==> src/rtl/dchan_pkg.sv <==
package dchan_pkg;

    localparam int DATA_W     = 64;
    localparam int RX_BIT     = 30;
    localparam int TX_BIT     = 29;
    localparam int CLASS_W    = 6;
    localparam logic [CLASS_W-1:0] TRAP_CLASS = 6'h18;

    typedef enum logic [1:0] {PRIV_L0, PRIV_L1, PRIV_L2, PRIV_L3} priv_e;

    typedef struct packed {
        logic [1:0] op0;
        logic [2:0] op1;
        logic [3:0] crn;
        logic [3:0] crm;
        logic [2:0] op2;
    } sysenc_t;

    localparam sysenc_t SEL_ENC = '{op0: 2'd2, op1: 3'd0, crn: 4'd0, crm: 4'd2, op2: 3'd0};

    typedef struct packed {
        logic el2_on;
        logic el2_wide;
        logic el3_on;
        logic el3_wide;
        logic l2_comm;
        logic l2_dexc;
        logic l2_dacc;
        logic l3_comm;
        logic l3_dacc;
    } trapcfg_t;

    typedef enum logic [1:0] {OUT_NONE, OUT_DONE, OUT_UNDEF, OUT_TRAP} outcome_e;

    typedef struct packed {
        outcome_e kind;
        priv_e    target;
    } verdict_t;

    function automatic verdict_t judge(input priv_e lvl, input trapcfg_t c);
        verdict_t v;
        logic l2_live;
        logic l3_live;
        l2_live  = c.el2_on & c.el2_wide;
        l3_live  = c.el3_on & c.el3_wide;
        v.kind   = OUT_DONE;
        v.target = PRIV_L0;
        unique case (lvl)
            PRIV_L0: v.kind = OUT_UNDEF;
            PRIV_L1: begin
                if (l2_live && (c.l2_comm || c.l2_dexc || c.l2_dacc)) begin
                    v.kind = OUT_TRAP; v.target = PRIV_L2;
                end else if (l3_live && (c.l3_comm || c.l3_dacc)) begin
                    v.kind = OUT_TRAP; v.target = PRIV_L3;
                end
            end
            PRIV_L2: begin
                if (l3_live && (c.l3_comm || c.l3_dacc)) begin
                    v.kind = OUT_TRAP; v.target = PRIV_L3;
                end
            end
            default: v.kind = OUT_DONE;
        endcase
        return v;
    endfunction

endpackage

==> src/rtl/dchan_access_check.sv <==
module dchan_access_check
    import dchan_pkg::*;
(
    input  logic     valid,
    input  sysenc_t  enc,
    input  priv_e    lvl,
    input  trapcfg_t cfg,
    output verdict_t verdict
);
    logic selected;
    assign selected = valid && (enc == SEL_ENC);

    always_comb begin
        if (selected) verdict = judge(lvl, cfg);
        else          verdict = '{kind: OUT_NONE, target: PRIV_L0};
    end
endmodule

==> src/rtl/dchan_enable_store.sv <==
module dchan_enable_store #(
    parameter int DATA_W = 64,
    parameter int RX_BIT = 30,
    parameter int TX_BIT = 29
) (
    input  logic              clk,
    input  logic              rst,
    input  logic              wr_en,
    input  logic              wr_rx,
    input  logic              wr_tx,
    output logic              en_rx,
    output logic              en_tx,
    output logic [DATA_W-1:0] rd_word
);
    always_ff @(posedge clk) begin
        if (rst) begin
            en_rx <= 1'b0;
            en_tx <= 1'b0;
        end else if (wr_en) begin
            en_rx <= wr_rx;
            en_tx <= wr_tx;
        end
    end

    always_comb begin
        rd_word         = '0;
        rd_word[RX_BIT] = en_rx;
        rd_word[TX_BIT] = en_tx;
    end

    // enables move only on a completed write
    assert_hold_without_write_R12: assert property (@(posedge clk) disable iff (rst)
        !wr_en |=> $stable({en_rx, en_tx}));
endmodule

==> src/rtl/dchan_irq_merge.sv <==
module dchan_irq_merge #(
    parameter int          NSRC     = 2,
    parameter logic [NSRC-1:0] ACT_HIGH = 2'b01
) (
    input  logic            clk,
    input  logic            rst,
    input  logic [NSRC-1:0] en,
    input  logic [NSRC-1:0] flag,
    output logic            irq
);
    logic [NSRC-1:0] hit;

    for (genvar i = 0; i < NSRC; i++) begin : g_src
        if (ACT_HIGH[i]) begin : g_hi
            assign hit[i] = en[i] & flag[i];
        end else begin : g_lo
            assign hit[i] = en[i] & ~flag[i];
        end
    end

    assign irq = |hit;

    // no interrupt unless some enable is set
    assert_quiet_when_disabled_R4: assert property (@(posedge clk) disable iff (rst)
        (en == '0) |-> !irq);
endmodule

==> src/rtl/dchan_irqen_reg.sv <==
module dchan_irqen_reg
    import dchan_pkg::*;
#(
    parameter int DW    = DATA_W,
    parameter int RXB   = RX_BIT,
    parameter int TXB   = TX_BIT,
    parameter int CW    = CLASS_W
) (
    input  logic          clk,
    input  logic          rst,
    input  logic          acc_valid,
    input  logic          acc_write,
    input  logic [15:0]   acc_enc,
    input  logic [DW-1:0] acc_wdata,
    input  logic [1:0]    acc_el,
    input  logic          el2_enabled,
    input  logic          el2_is64,
    input  logic          el3_present,
    input  logic          el3_is64,
    input  logic          l2_comm_trap,
    input  logic          l2_dbgexc_trap,
    input  logic          l2_dbgacc_trap,
    input  logic          l3_comm_trap,
    input  logic          l3_dbgacc_trap,
    input  logic          rx_full,
    input  logic          tx_full,
    output logic          rsp_done,
    output logic          rsp_undef,
    output logic          rsp_trap,
    output logic [1:0]    rsp_trap_el,
    output logic [CW-1:0] rsp_class,
    output logic [DW-1:0] rsp_rdata,
    output logic          irq
);
    trapcfg_t        cfg;
    verdict_t        verdict;
    logic            en_rx, en_tx;
    logic [DW-1:0]   rd_word;
    logic            wr_en;
    logic            unused_wbits;

    assign cfg = '{el2_on: el2_enabled, el2_wide: el2_is64,
                   el3_on: el3_present, el3_wide: el3_is64,
                   l2_comm: l2_comm_trap, l2_dexc: l2_dbgexc_trap, l2_dacc: l2_dbgacc_trap,
                   l3_comm: l3_comm_trap, l3_dacc: l3_dbgacc_trap};

    dchan_access_check u_check (
        .valid   (acc_valid),
        .enc     (sysenc_t'(acc_enc)),
        .lvl     (priv_e'(acc_el)),
        .cfg     (cfg),
        .verdict (verdict)
    );

    assign wr_en        = (verdict.kind == OUT_DONE) && acc_write;
    assign unused_wbits = ^acc_wdata;

    dchan_enable_store #(.DATA_W(DW), .RX_BIT(RXB), .TX_BIT(TXB)) u_store (
        .clk     (clk),
        .rst     (rst),
        .wr_en   (wr_en),
        .wr_rx   (acc_wdata[RXB]),
        .wr_tx   (acc_wdata[TXB]),
        .en_rx   (en_rx),
        .en_tx   (en_tx),
        .rd_word (rd_word)
    );

    dchan_irq_merge #(.NSRC(2), .ACT_HIGH(2'b01)) u_merge (
        .clk  (clk),
        .rst  (rst),
        .en   ({en_tx, en_rx}),
        .flag ({tx_full, rx_full}),
        .irq  (irq)
    );

    always_ff @(posedge clk) begin
        if (rst) begin
            rsp_done    <= 1'b0;
            rsp_undef   <= 1'b0;
            rsp_trap    <= 1'b0;
            rsp_trap_el <= '0;
            rsp_class   <= '0;
            rsp_rdata   <= '0;
        end else begin
            rsp_done    <= verdict.kind == OUT_DONE;
            rsp_undef   <= verdict.kind == OUT_UNDEF;
            rsp_trap    <= verdict.kind == OUT_TRAP;
            rsp_trap_el <= (verdict.kind == OUT_TRAP) ? verdict.target : 2'd0;
            rsp_class   <= (verdict.kind == OUT_TRAP) ? TRAP_CLASS[CW-1:0] : '0;
            rsp_rdata   <= (verdict.kind == OUT_DONE && !acc_write) ? rd_word : '0;
        end
    end

    // at most one outcome per cycle
    assert_single_outcome_R12: assert property (@(posedge clk) disable iff (rst)
        $onehot0({rsp_done, rsp_undef, rsp_trap}));
    // outcomes follow a request by one cycle
    assert_rsp_after_req_R12: assert property (@(posedge clk) disable iff (rst)
        (rsp_done || rsp_undef || rsp_trap) |-> $past(acc_valid));
    // trap target is level 2 or 3 with fixed class
    assert_trap_fields_R11: assert property (@(posedge clk) disable iff (rst)
        rsp_trap |-> (rsp_trap_el[1] && rsp_class == TRAP_CLASS[CW-1:0]));
    // level 3 never traps or faults
    assert_top_level_completes_R10: assert property (@(posedge clk) disable iff (rst)
        (acc_valid && acc_el == 2'd3 && sysenc_t'(acc_enc) == SEL_ENC) |=> rsp_done);
    // reserved read bits are zero
    assert_reserved_zero_R5: assert property (@(posedge clk) disable iff (rst)
        (rsp_rdata & ~((DW'(1) << RXB) | (DW'(1) << TXB))) == '0);
    // level 0 gives undefined
    assert_low_level_undef_R7: assert property (@(posedge clk) disable iff (rst)
        (acc_valid && acc_el == 2'd0 && sysenc_t'(acc_enc) == SEL_ENC) |=> rsp_undef);
endmodule

==> config.mk <==
export PLATFORM = sky130hd
export DESIGN_NAME = dchan_irqen_reg
export DESIGN_NICKNAME = d
export VERILOG_FILES = /design/src/rtl/dchan_pkg.sv /design/src/rtl/dchan_access_check.sv /design/src/rtl/dchan_enable_store.sv /design/src/rtl/dchan_irq_merge.sv /design/src/rtl/dchan_irqen_reg.sv
export SDC_FILE = /design/constraint.sdc
export NUM_CORES = 1
export LEC_CHECK = 0
export BUFFER_PORTS_ARGS = -buffer_cell sky130_fd_sc_hd__buf_2
export CAP_MARGIN = 20
export CORE_ASPECT_RATIO = 1.75
export CORE_MARGIN = 2
export CORE_UTILIZATION = 28
export CTS_CLUSTER_DIAMETER = 200
export DETAILED_ROUTE_END_ITERATION = 10
export GPL_TIMING_DRIVEN = 0
export SYNTH_ARGS = -nofsm -noshare
export SYNTH_HDL_FRONTEND = slang
export SYNTH_HIERARCHICAL = 1
export SYNTH_SLANG_ARGS = --single-unit
==> constraint.sdc <==
create_clock -name clk -period 1.99 [get_ports clk]
set_clock_uncertainty 0.15 [all_clocks]
set_input_delay 0.0995 -clock clk [delete_from_list [all_inputs] [get_ports clk]]
set_output_delay 0.0995 -clock clk [all_outputs]
set_load 0.03 [all_outputs]
==> reports/summary.txt <==
Max-slew violations - 0
Crit Path Class - in2reg
Starting Density - 28.4%
Mapped Cells - 252
Unrepaired setup endpoints after global routing - no
Nets - 538
Synth top area cells - dfxtp_1 51%, buf_4 19%, and2_2 14%
Port bufs - 106
Post-synth top area share - 51.5%
Drt first pass iters - 3
Design Area, Final - 0.00404 mm^2
Seq cells post-synth - 71
Critical path endpoint category - flop
Worst skew pair latency - 0.33 ns
GRT Overall Usage - 9.23%
Antenna viol nets, final - 0
Post-synthesis instance area - 0.00276 mm^2
Synth cell types - 24
Critical path startpoint category - input pin
Routed via count - 1893
Die width - 79.1 um
Area Overhead vs Synth - 46.5%
Area of the multi-input gates - 0.00101 mm^2
Crit path max fanout - 5
Register area - 0.00142 mm^2
Final setup vio count - 0
Status - completed
Layout cells sized above 1 - 59.0%
Area of the core - 0.00973 mm^2
Clock transition at path regs - 0.06 ns
Ant. Diodes - 0
CTS tree - done
Leak Pwr - 2.25 nW
H-tree levels - 3
Fmax - 0.539 GHz
Yosys warning count - 6
Post-place instance area - 0.00369 mm^2
Pin count of the biggest net entering global routing - 12
CP most frequent cell - nor3_2
Slowest Stage Delay on Critical Path - 0.52 ns
DR iter-0 viols - 23
Commonest non-fill, non-tap cell in the layout - buf_2
Minimum clock period - 1.86 ns
Critical Path RT - 2.06 ns
Final period util - 93.3%
IO Count - 173
Syn Area/Cell - 11.0 um^2
Routability Congestion - 0.662
Worst vdd ir - 0.432 mV
Root Buffer Master - clkbuf_16
First-pass GRT wire length - 7.38 mm
Die H - 135 um
Power, Total - 3.22 mW
Die area - 0.0107 mm^2
CP cell instances - buf_2 -> or4b_1 -> nor3_2 -> nand4_2 -> nor3_2 -> and3b_2 -> mux2i_1 -> nor2_1
Vias per std cell - 3.34
CTS Buf Count - 9
Max-cap viol count - 0
Clock Path Buffers - 2
Worst path slowest cell - or4b_1
Clock sinks - 71
# DRC - 0
HPWL after detailed placement - 3.44 mm
Total wire length - 4.49 mm
Hold Path Class - in2reg
Number of global-route vias before repair - 1700
Final hold vios - 0
Pwr dens - 797 mW/mm^2
Cell taking the most area after synthesis - dfxtp_1
Remaining Overflow, GRT - 0
Register area share after synthesis - 51.5%
Antenna violations before repair - 0
Crit path arrival time - 1.92 ns
Row count - 48
DR WL/cell - 7.91 um
Fill count - 955
Commonest cells after routing, fill and taps aside - 106 x buf_2, 71 x buf_4, 71 x dfxtp_1
## flip-flops by register name (all words and copies together), names as in the netlist
name	cells
u_store/en_tx	1
rsp_done	1
rsp_trap_el	2
rsp_undef	1
rsp_rdata	64
rsp_class	1
u_store/en_rx	1
## logic make-up after synthesis
group           synth area share [%]
compound gates                  1.31
fa+ha+maj                       1.81
buf+inv                         20.8
flops                           51.5
mux                            0.725
other cells                    0.272
simple gates                    23.6
## what timing repair did
item,in CTS,in global routing
resized for setup,0,0
setup endpoints to repair,2,0
endpoints found under the hold margin,4,0
setup buffers,1,0
hold buffers,3,0
## path summary, 6_finish.rpt
| path | startpoint | end | cells past startpoint | slack (ns) |
|---|---|---|---|---|
| setup / recovery | acc_enc[5] | u_store/en_rx$_SDFFE_PP0P_ | 8 | 0.13 |
| hold / removal | el3_present | rsp_trap_el[0]$_SDFF_PP0_ | 4 | 0.08 |
| setup reg to reg | u_store/en_rx$_SDFFE_PP0P_ | rsp_rdata[30]$_SDFF_PP0_ | 2 | 1.14 |
| hold reg to reg | u_store/en_tx$_SDFFE_PP0P_ | u_store/en_tx$_SDFFE_PP0P_ | 2 | 0.37 |
## power breakdown
| part | switching, mW | internal, mW |
|---|---|---|
| sequential | 0.000000537 | 1.42 |
| combinational | 0.0612 | 0.117 |
| clock | 0.551 | 1.07 |
| total | 0.613 | 2.61 |
## metal layers
layer,global-route usage (%),part of all wire [%],up-vias
met1,9.23,38,780
li1,-,-,1015
met4,6.61,3.4,0
met3,3.87,9.4,11
met2,15.2,49,87
met5,0,0,-
## cell usage after synthesis (all sizes together)
cell and number:
dfxtp 71, buf 70, a21oi 1, clkbuf 6, or4b 1, nor2 6
and3b 2, o211ai 1, and2 66, o21ai 1, nor4b 1, conb 2
ha 4, inv 5, o22ai 1, nor3 2, nand2 2, mux2i 2
nor4 3, nor3b 3, nand4 1, o311ai 1
## cell type report
class,instances,area share [%]
sequential,71,35.1
inverter,5,0.464
tap,125,3.87
buffer,76,13.7
clock inverter,2,0.928
clock buffer,14,6.78
timing repair buffer,110,14.0
multi-input combinational,164,25.0
## per-stage QoR
step / hold slack (ns) / worst slack (ns) / utilization [%] / instances / setup TNS [ns]
5_1_grt: 0.0914 / 0.00679 / 41.6 / 567 / 0
6_report: 0.0840 / 0.134 / 41.6 / 567 / 0
3_3_place_gp: 0.205 / -0.547 / 38.0 / 547 / -1.56
4_1_cts: 0.0667 / 0.123 / 41.6 / 567 / 0
2_1_floorplan: 0.0219 / 0.0144 / - / 316 / 0
3_5_place_dp: 0.214 / -0.620 / 38.0 / 547 / -1.78
## worst max-delay path: cells and delay by family
kind	cells	cell delay, ns
and+or+nand+nor	6	1.58
muxes	1	0.15
buffers and inverters	1	0.09
(Power assumes the default switching activity.)
